$ cat config.mk
export PLATFORM = sky130hd
export DESIGN_NAME = prio_irq_ctrl
export DESIGN_NICKNAME = d
export VERILOG_FILES = /design/src/rtl/irqc_pkg.sv /design/src/rtl/irqc_prio.sv /design/src/rtl/irqc_regs.sv /design/src/rtl/irqc_core.sv /design/src/rtl/prio_irq_ctrl.sv
export SDC_FILE = /design/constraint.sdc
export NUM_CORES = 1
export LEC_CHECK = 0
export ABC_AREA = 1
export CAP_MARGIN = 20
export CORE_ASPECT_RATIO = 0.75
export CORE_MARGIN = 5
export CORE_UTILIZATION = 48
export CTS_CLUSTER_DIAMETER = 50
export DETAILED_ROUTE_END_ITERATION = 6
export PLACE_DENSITY = 0.7
export SLEW_MARGIN = 10
export SYNTH_ARGS = -nofsm -noshare
export SYNTH_HDL_FRONTEND = slang
export SYNTH_SLANG_ARGS = --single-unit
$ cat constraint.sdc
create_clock -name clk -period 2.3 [get_ports clk]
set_clock_uncertainty 0.05 [all_clocks]
set_input_delay 0.575 -clock clk [delete_from_list [all_inputs] [get_ports clk]]
set_output_delay 0.575 -clock clk [all_outputs]
set_load 0.02 [all_outputs]
$ cat src/rtl/irqc_pkg.sv
package irqc_pkg;
  typedef enum logic [1:0] {
    ST_RUN  = 2'd0,
    ST_BASE = 2'd1,
    ST_CASC = 2'd2,
    ST_MODE = 2'd3
  } setup_st_e;

  localparam logic [2:0] EOI_SPEC_OP = 3'b011;
endpackage

$ cat src/rtl/irqc_prio.sv
module irqc_prio #(
  parameter int N_IN = 8,
  localparam int IW = $clog2(N_IN)
) (
  input  logic [N_IN-1:0] req,
  output logic [N_IN-1:0] win,
  output logic            found,
  output logic [IW-1:0]   idx
);
  logic [N_IN:0] seen;
  assign seen[0] = 1'b0;

  for (genvar g = 0; g < N_IN; g++) begin : g_chain
    assign win[g]      = req[g] & ~seen[g];
    assign seen[g + 1] = seen[g] | req[g];
  end

  assign found = seen[N_IN];

  always_comb begin
    idx = '0;
    for (int i = 0; i < N_IN; i++) begin
      if (win[i]) idx = IW'(i);
    end
  end
endmodule

$ cat src/rtl/irqc_regs.sv
module irqc_regs
  import irqc_pkg::*;
#(
  parameter int N_IN = 8,
  parameter int DW   = 8,
  localparam int IW  = $clog2(N_IN)
) (
  input  logic            clk,
  input  logic            rst,
  input  logic            bus_wr,
  input  logic            bus_rd,
  input  logic            bus_a0,
  input  logic [DW-1:0]   bus_wdata,
  input  logic [N_IN-1:0] irr,
  input  logic [N_IN-1:0] isr,
  output logic [DW-1:0]   bus_rdata,
  output logic [N_IN-1:0] imr,
  output logic [DW-IW-1:0] base_hi,
  output logic [N_IN-1:0] cas_map,
  output logic [IW-1:0]   cas_id,
  output logic            aeoi,
  output logic            ready,
  output logic            setup_go,
  output logic            eoi_hit,
  output logic [IW-1:0]   eoi_idx
);
  setup_st_e st;
  logic      rd_isr;

  assign setup_go = bus_wr && !bus_a0 && bus_wdata[4];
  assign eoi_hit  = bus_wr && !bus_a0 && (bus_wdata[7:5] == EOI_SPEC_OP)
                    && (bus_wdata[4:3] == 2'b00);
  assign eoi_idx  = bus_wdata[IW-1:0];

  always_ff @(posedge clk) begin
    if (rst) begin
      st      <= ST_RUN;
      ready   <= 1'b0;
      imr     <= '1;
      rd_isr  <= 1'b0;
      base_hi <= '0;
      cas_map <= '0;
      cas_id  <= '0;
      aeoi    <= 1'b0;
    end else if (bus_wr) begin
      if (!bus_a0) begin
        if (bus_wdata[4]) begin
          st     <= ST_BASE;
          ready  <= 1'b0;
          rd_isr <= 1'b0;
        end else if (bus_wdata[3] && bus_wdata[1]) begin
          rd_isr <= bus_wdata[0];
        end
      end else begin
        unique case (st)
          ST_BASE: begin
            base_hi <= bus_wdata[DW-1:IW];
            st      <= ST_CASC;
          end
          ST_CASC: begin
            cas_map <= bus_wdata[N_IN-1:0];
            cas_id  <= bus_wdata[IW-1:0];
            st      <= ST_MODE;
          end
          ST_MODE: begin
            aeoi  <= bus_wdata[1];
            ready <= 1'b1;
            st    <= ST_RUN;
          end
          default: imr <= bus_wdata[N_IN-1:0];
        endcase
      end
    end
  end

  always_ff @(posedge clk) begin
    if (rst) begin
      bus_rdata <= '0;
    end else if (bus_rd) begin
      if (bus_a0)      bus_rdata <= DW'(imr);
      else if (rd_isr) bus_rdata <= DW'(isr);
      else             bus_rdata <= DW'(irr);
    end
  end

  AST_SETUP_HOLDS_OFF: assert property (@(posedge clk) disable iff (rst)
    setup_go |=> !ready) else $error("setup start left block ready");
endmodule

$ cat src/rtl/irqc_core.sv
module irqc_core #(
  parameter int N_IN = 8,
  parameter int DW   = 8,
  localparam int IW  = $clog2(N_IN)
) (
  input  logic             clk,
  input  logic             rst,
  input  logic [N_IN-1:0]  irq_in,
  input  logic [N_IN-1:0]  imr,
  input  logic [DW-IW-1:0] base_hi,
  input  logic [N_IN-1:0]  cas_map,
  input  logic [IW-1:0]    cas_id,
  input  logic             aeoi,
  input  logic             ready,
  input  logic             is_master,
  input  logic             setup_go,
  input  logic             eoi_hit,
  input  logic [IW-1:0]    eoi_idx,
  input  logic             inta_req,
  input  logic [IW-1:0]    cas_in,
  output logic [N_IN-1:0]  irr,
  output logic [N_IN-1:0]  isr,
  output logic             int_out,
  output logic             vec_valid,
  output logic [DW-1:0]    vec_out,
  output logic             cas_act,
  output logic [IW-1:0]    cas_code
);
  logic [N_IN-1:0] irq_d;
  logic [N_IN:0]   isr_seen;
  logic [N_IN-1:0] pend;
  logic [N_IN-1:0] win;
  logic            found;
  logic [IW-1:0]   win_idx;
  logic            take;
  logic [N_IN-1:0] irr_clr;
  logic [N_IN-1:0] isr_set;
  logic [N_IN-1:0] isr_clr;

  assign isr_seen[0] = 1'b0;
  for (genvar g = 0; g < N_IN; g++) begin : g_isr_chain
    assign isr_seen[g + 1] = isr_seen[g] | isr[g];
  end

  assign pend = irr & ~imr & ~isr_seen[N_IN:1];

  irqc_prio #(.N_IN(N_IN)) u_prio (
    .req   (pend),
    .win   (win),
    .found (found),
    .idx   (win_idx)
  );

  assign take    = inta_req && ready && (is_master || (cas_in == cas_id));
  assign irr_clr = (take && found) ? win : '0;
  assign isr_set = (take && found && !aeoi) ? win : '0;
  assign isr_clr = eoi_hit ? (N_IN'(1) << eoi_idx) : '0;

  always_ff @(posedge clk) begin
    if (rst) begin
      irq_d <= '0;
      irr   <= '0;
      isr   <= '0;
    end else begin
      irq_d <= irq_in;
      irr   <= irq_in & (irr | ~irq_d) & ~irr_clr;
      if (setup_go) isr <= '0;
      else          isr <= (isr | isr_set) & ~isr_clr;
    end
  end

  always_ff @(posedge clk) begin
    if (rst) begin
      int_out   <= 1'b0;
      vec_valid <= 1'b0;
      vec_out   <= '0;
      cas_act   <= 1'b0;
      cas_code  <= '0;
    end else begin
      int_out   <= ready && found;
      vec_valid <= 1'b0;
      cas_act   <= 1'b0;
      if (take) begin
        if (found && is_master && ((win & cas_map) != '0)) begin
          cas_act  <= 1'b1;
          cas_code <= win_idx;
        end else begin
          vec_valid <= 1'b1;
          vec_out   <= {base_hi, (found ? win_idx : IW'(N_IN - 1))};
        end
      end
    end
  end

  AST_QUIET_UNTIL_SETUP: assert property (@(posedge clk) disable iff (rst)
    !ready |=> !int_out) else $error("interrupt raised before setup");
  AST_VEC_AFTER_ACK: assert property (@(posedge clk) disable iff (rst)
    vec_valid |-> $past(inta_req)) else $error("vector without acknowledge");
  AST_ISR_SET_BY_ACK: assert property (@(posedge clk) disable iff (rst)
    ((isr & ~$past(isr)) != '0) |-> $past(inta_req)) else $error("in-service set without acknowledge");
  AST_AEOI_NO_ISR: assert property (@(posedge clk) disable iff (rst)
    aeoi |-> (isr == '0)) else $error("in-service bit under auto end");
  AST_EOI_SINGLE: assert property (@(posedge clk) disable iff (rst)
    $past(eoi_hit) |-> ($countones($past(isr) & ~isr) <= 1)) else $error("end cleared several bits");
  AST_CAS_EXCL: assert property (@(posedge clk) disable iff (rst)
    !(vec_valid && cas_act)) else $error("vector and cascade together");
  AST_SLAVE_QUIET: assert property (@(posedge clk) disable iff (rst)
    ($past(inta_req) && !$past(is_master) && ($past(cas_in) != $past(cas_id)))
      |-> (!vec_valid && !cas_act)) else $error("slave answered foreign code");
endmodule

$ cat src/rtl/prio_irq_ctrl.sv
module prio_irq_ctrl #(
  parameter int N_IN = 8,
  parameter int DW   = 8,
  localparam int IW  = $clog2(N_IN)
) (
  input  logic            clk,
  input  logic            rst,
  input  logic            is_master,
  input  logic            bus_wr,
  input  logic            bus_rd,
  input  logic            bus_a0,
  input  logic [DW-1:0]   bus_wdata,
  output logic [DW-1:0]   bus_rdata,
  input  logic [N_IN-1:0] irq_in,
  output logic            int_out,
  input  logic            inta_req,
  input  logic [IW-1:0]   cas_in,
  output logic            vec_valid,
  output logic [DW-1:0]   vec_out,
  output logic            cas_act,
  output logic [IW-1:0]   cas_code
);
  logic [N_IN-1:0]  imr;
  logic [N_IN-1:0]  irr;
  logic [N_IN-1:0]  isr;
  logic [DW-IW-1:0] base_hi;
  logic [N_IN-1:0]  cas_map;
  logic [IW-1:0]    cas_id;
  logic             aeoi;
  logic             ready;
  logic             setup_go;
  logic             eoi_hit;
  logic [IW-1:0]    eoi_idx;

  irqc_regs #(.N_IN(N_IN), .DW(DW)) u_regs (
    .clk       (clk),
    .rst       (rst),
    .bus_wr    (bus_wr),
    .bus_rd    (bus_rd),
    .bus_a0    (bus_a0),
    .bus_wdata (bus_wdata),
    .irr       (irr),
    .isr       (isr),
    .bus_rdata (bus_rdata),
    .imr       (imr),
    .base_hi   (base_hi),
    .cas_map   (cas_map),
    .cas_id    (cas_id),
    .aeoi      (aeoi),
    .ready     (ready),
    .setup_go  (setup_go),
    .eoi_hit   (eoi_hit),
    .eoi_idx   (eoi_idx)
  );

  irqc_core #(.N_IN(N_IN), .DW(DW)) u_core (
    .clk       (clk),
    .rst       (rst),
    .irq_in    (irq_in),
    .imr       (imr),
    .base_hi   (base_hi),
    .cas_map   (cas_map),
    .cas_id    (cas_id),
    .aeoi      (aeoi),
    .ready     (ready),
    .is_master (is_master),
    .setup_go  (setup_go),
    .eoi_hit   (eoi_hit),
    .eoi_idx   (eoi_idx),
    .inta_req  (inta_req),
    .cas_in    (cas_in),
    .irr       (irr),
    .isr       (isr),
    .int_out   (int_out),
    .vec_valid (vec_valid),
    .vec_out   (vec_out),
    .cas_act   (cas_act),
    .cas_code  (cas_code)
  );
endmodule

==> metrics <==
DRT iter0 DRCs 207; total power per unit cell area 647.6 mW/mm2; ratio of cells with drive above 1 in the final layout 0.1107; Ys Warns 0; RD Place Congestion 0.8976; static leakage approximately 1.8 nW; synth unique cells 30; Die X 105.4 um; post-route insts no fill 590; Req. time, crit path around 2.5 ns; detailed-router iteration count before antenna repair 4; max_cap viols 0; Net Count, Synth 470; # rows 26; initial core utilization 0.4861; area share of the largest cell type after synthesis 0.4404; initial antenna violation count 0; final setup violating endpoints 0; hold crit path type register to register; RSZ-0062 raised after global routing false; WP data arrival roughly 2.3 ns; status finished, final reports clean; vias around 3000; via count of the first global-routing pass ~2700; Sw Ratio 0.2600; Final ANT Viol Nets 0; CTS Hold Bufs 0; sequential share of the synthesized area 0.4404; Clk network pwr share 0.379; Worst-path clk slew 0.07 ns; PortBufs 47; drc violations 0; design area slightly above 0.004 mm2; Min Clock Period, post-route ~2.1 ns; Rel. slew slack 0.5570; critical path type register to register; Final Cycle Share 0.9048; Slew Limit Fails 0; Seq cells post-synth 72; Peak Freq between 400 and 500 MHz; top cell type by total area after synthesis dfxtp_1; Register Area approximately 0.0014 mm2; crit start category register; Synth area leaders dfxtp_1, nand2_1, inv_1, nor2_1, a21oi_1; Final #Nets about 530; Post-Place Cell Area 0.003887 mm2; DR vias/cell 5.203; GRT Overall Usage 0.2076; Max clock buf depth 2; DR WL/cell around 14 um; fillers 638; CP Capture Type register; pin count of the biggest net entering global routing 44; CTS tree built; num ports 48; root buffer cell clkbuf_8; area grow syn2layout 25.08%; chip height 81.52 um; total die area around 0.0086 mm2; CTS buffer count 9; H-Tree Depth 3; Reg power frac 0.502; Post-Place Cells 573; latest clock arrival within the worst-skew pair about 0.35 ns; FFs w/ async S/R, synth 0; Post-synth EDFFs 0; Psw between 0.0006 and 0.0007 W; Core ar. between 0.006 and 0.007 mm2; most frequent cell after synthesis nand2_1; critical-path maximum fanout 8; Syn Inst Count between 400 and 500; reg2reg setup slack about 0.22 ns; CTS Sinks 72; area of the multi-input gates around 0.0015 mm2; first-pass GRT wire length ~14000 um; Max VDD drop between 0.3 and 0.4 mV; # diodes 0; Logic pwr share 0.118; Final HPWL DP around 6400 um; Mapped Area approximately 0.0033 mm2; GRT overflow 0; Least-Margin Pin Slew 0.6636 ns; Synth top cells by count nand2_1, dfxtp_1, inv_1; Syn Area/Cell 7.372 um2; endpoints failing hold 0; drt total wl approximately 8500 um; Internal ~0.0020 W; setup TNS 0 ns; Top FF cell, synth dfxtp_1
[flip-flops by register name, summed over array words and instances, names as in the netlist, 2 cells and up]
name	cells
u_core.irr	8
u_core.vec_out	8
u_regs.st	2
u_regs.base_hi	5
u_core.cas_code	3
u_regs.cas_map	6
u_regs.bus_rdata	8
u_core.irq_d	8
u_regs.imr	8
u_core.isr	8
u_regs.cas_id	2
[power groups by stage]
stage | registers [W] | logic [W] | clock network, W
finish | 0.00133 | 0.000314 | 0.00101
global route | 0.00134 | 0.000347 | 0.00108
CTS | 0.00133 | 0.000310 | 0.00102
detailed placement | 0.00136 | 0.000308 | 0
global placement | 0.00136 | 0.000306 | 0
floorplan | 0.00136 | 0.000166 | 0
[stage by stage]
| stage | power, W | setup slack, ns | util | hold slack (ns) |
|---|---|---|---|---|
| finish | 0.002651 | 0.2191 | 0.6080 | 0.4334 |
| global route | 0.002760 | 0.01765 | 0.6080 | 0.4591 |
| CTS | 0.002663 | 0.2109 | 0.6067 | 0.4401 |
| detailed placement | 0.001667 | 0.02078 | 0.5773 | 0.4230 |
| global placement | 0.001663 | 0.08722 | 0.5773 | 0.4146 |
| floorplan | 0.001527 | 0.4336 | - | 0.3958 |
[layer usage]
layer  up-vias  global-route usage  part of all wire
met1      1387              0.2893              0.50
met4         0             0.06029             0.012
li1       1559                   -                 -
met3        12             0.05734             0.072
met5         -                   0                 0
met2       112              0.3155              0.42
[cell type report]
cell class	instances	share of cell area
clock inverters	5	0.01375
clock buffers	11	0.03454
repair buffers	60	0.1418
flip-flops and latches	72	0.3524
well taps	84	0.02567
inverters	73	0.06754
multi-input cells	285	0.3643
[worst paths after layout]
| check | startpoint | to | depth (start not counted) |
|---|---|---|---|
| max reg2reg | u_core.isr[0]$_SDFF_PP0_ | u_core.isr[4]$_SDFF_PP0_ | 13 |
| max | u_core.isr[0]$_SDFF_PP0_ | u_core.isr[4]$_SDFF_PP0_ | 13 |
| min reg2reg | u_core.vec_out[6]$_SDFFE_PP0P_ | u_core.vec_out[6]$_SDFFE_PP0P_ | 2 |
| min | u_core.vec_out[6]$_SDFFE_PP0P_ | u_core.vec_out[6]$_SDFFE_PP0P_ | 2 |
[worst max-delay path, cell delays in order (launching register included)]
cell     delay [ns]
dfxtp_2        0.34
nor2_4         0.22
nand3_2        0.09
nor2_2         0.10
nand2_2        0.11
nand3_1        0.15
nor2_2         0.08
nand2_2        0.09
inv_2          0.05
nand2_4        0.08
nand2_2        0.16
nor2_4         0.26
nand2_1        0.09
a21oi_1        0.14
[kinds of logic (layout without fill, tap and decap cells)]
family	count (synthesis)	count (layout)	synth area share
buf+inv	87	149	0.1040
flops	72	72	0.4404
xor+xnor	3	3	0.008029
compound gates	96	96	0.1686
simple gates	186	186	0.2791
[cells in the final DEF (no fill, tap or decap), types with 3 or more instances in the layout]
cell type,Yosys,routed
a21oi_1,33,33
a31oi_1,9,9
buf_4,0,12
clkbuf_8,0,10
clkdlybuf4s50_1,0,47
dfxtp_1,72,71
inv_1,68,68
inv_2,3,3
nand2_1,78,78
nand2_2,4,4
nand2_4,3,3
nand3_1,17,17
nand3_2,6,6
nand3b_1,6,6
nand4_1,3,3
nor2_1,52,52
nor2_4,5,5
nor3_1,6,6
o211ai_1,19,19
o21ai_0,31,31
xnor2_1,3,3
[repair_timing]
| action | in CTS | in global routing |
|---|---|---|
| resized for setup | 0 | 1 |
| setup buffers | 0 | 1 |
| endpoints found under the setup margin | 0 | 1 |
(Power assumes the default switching activity.)
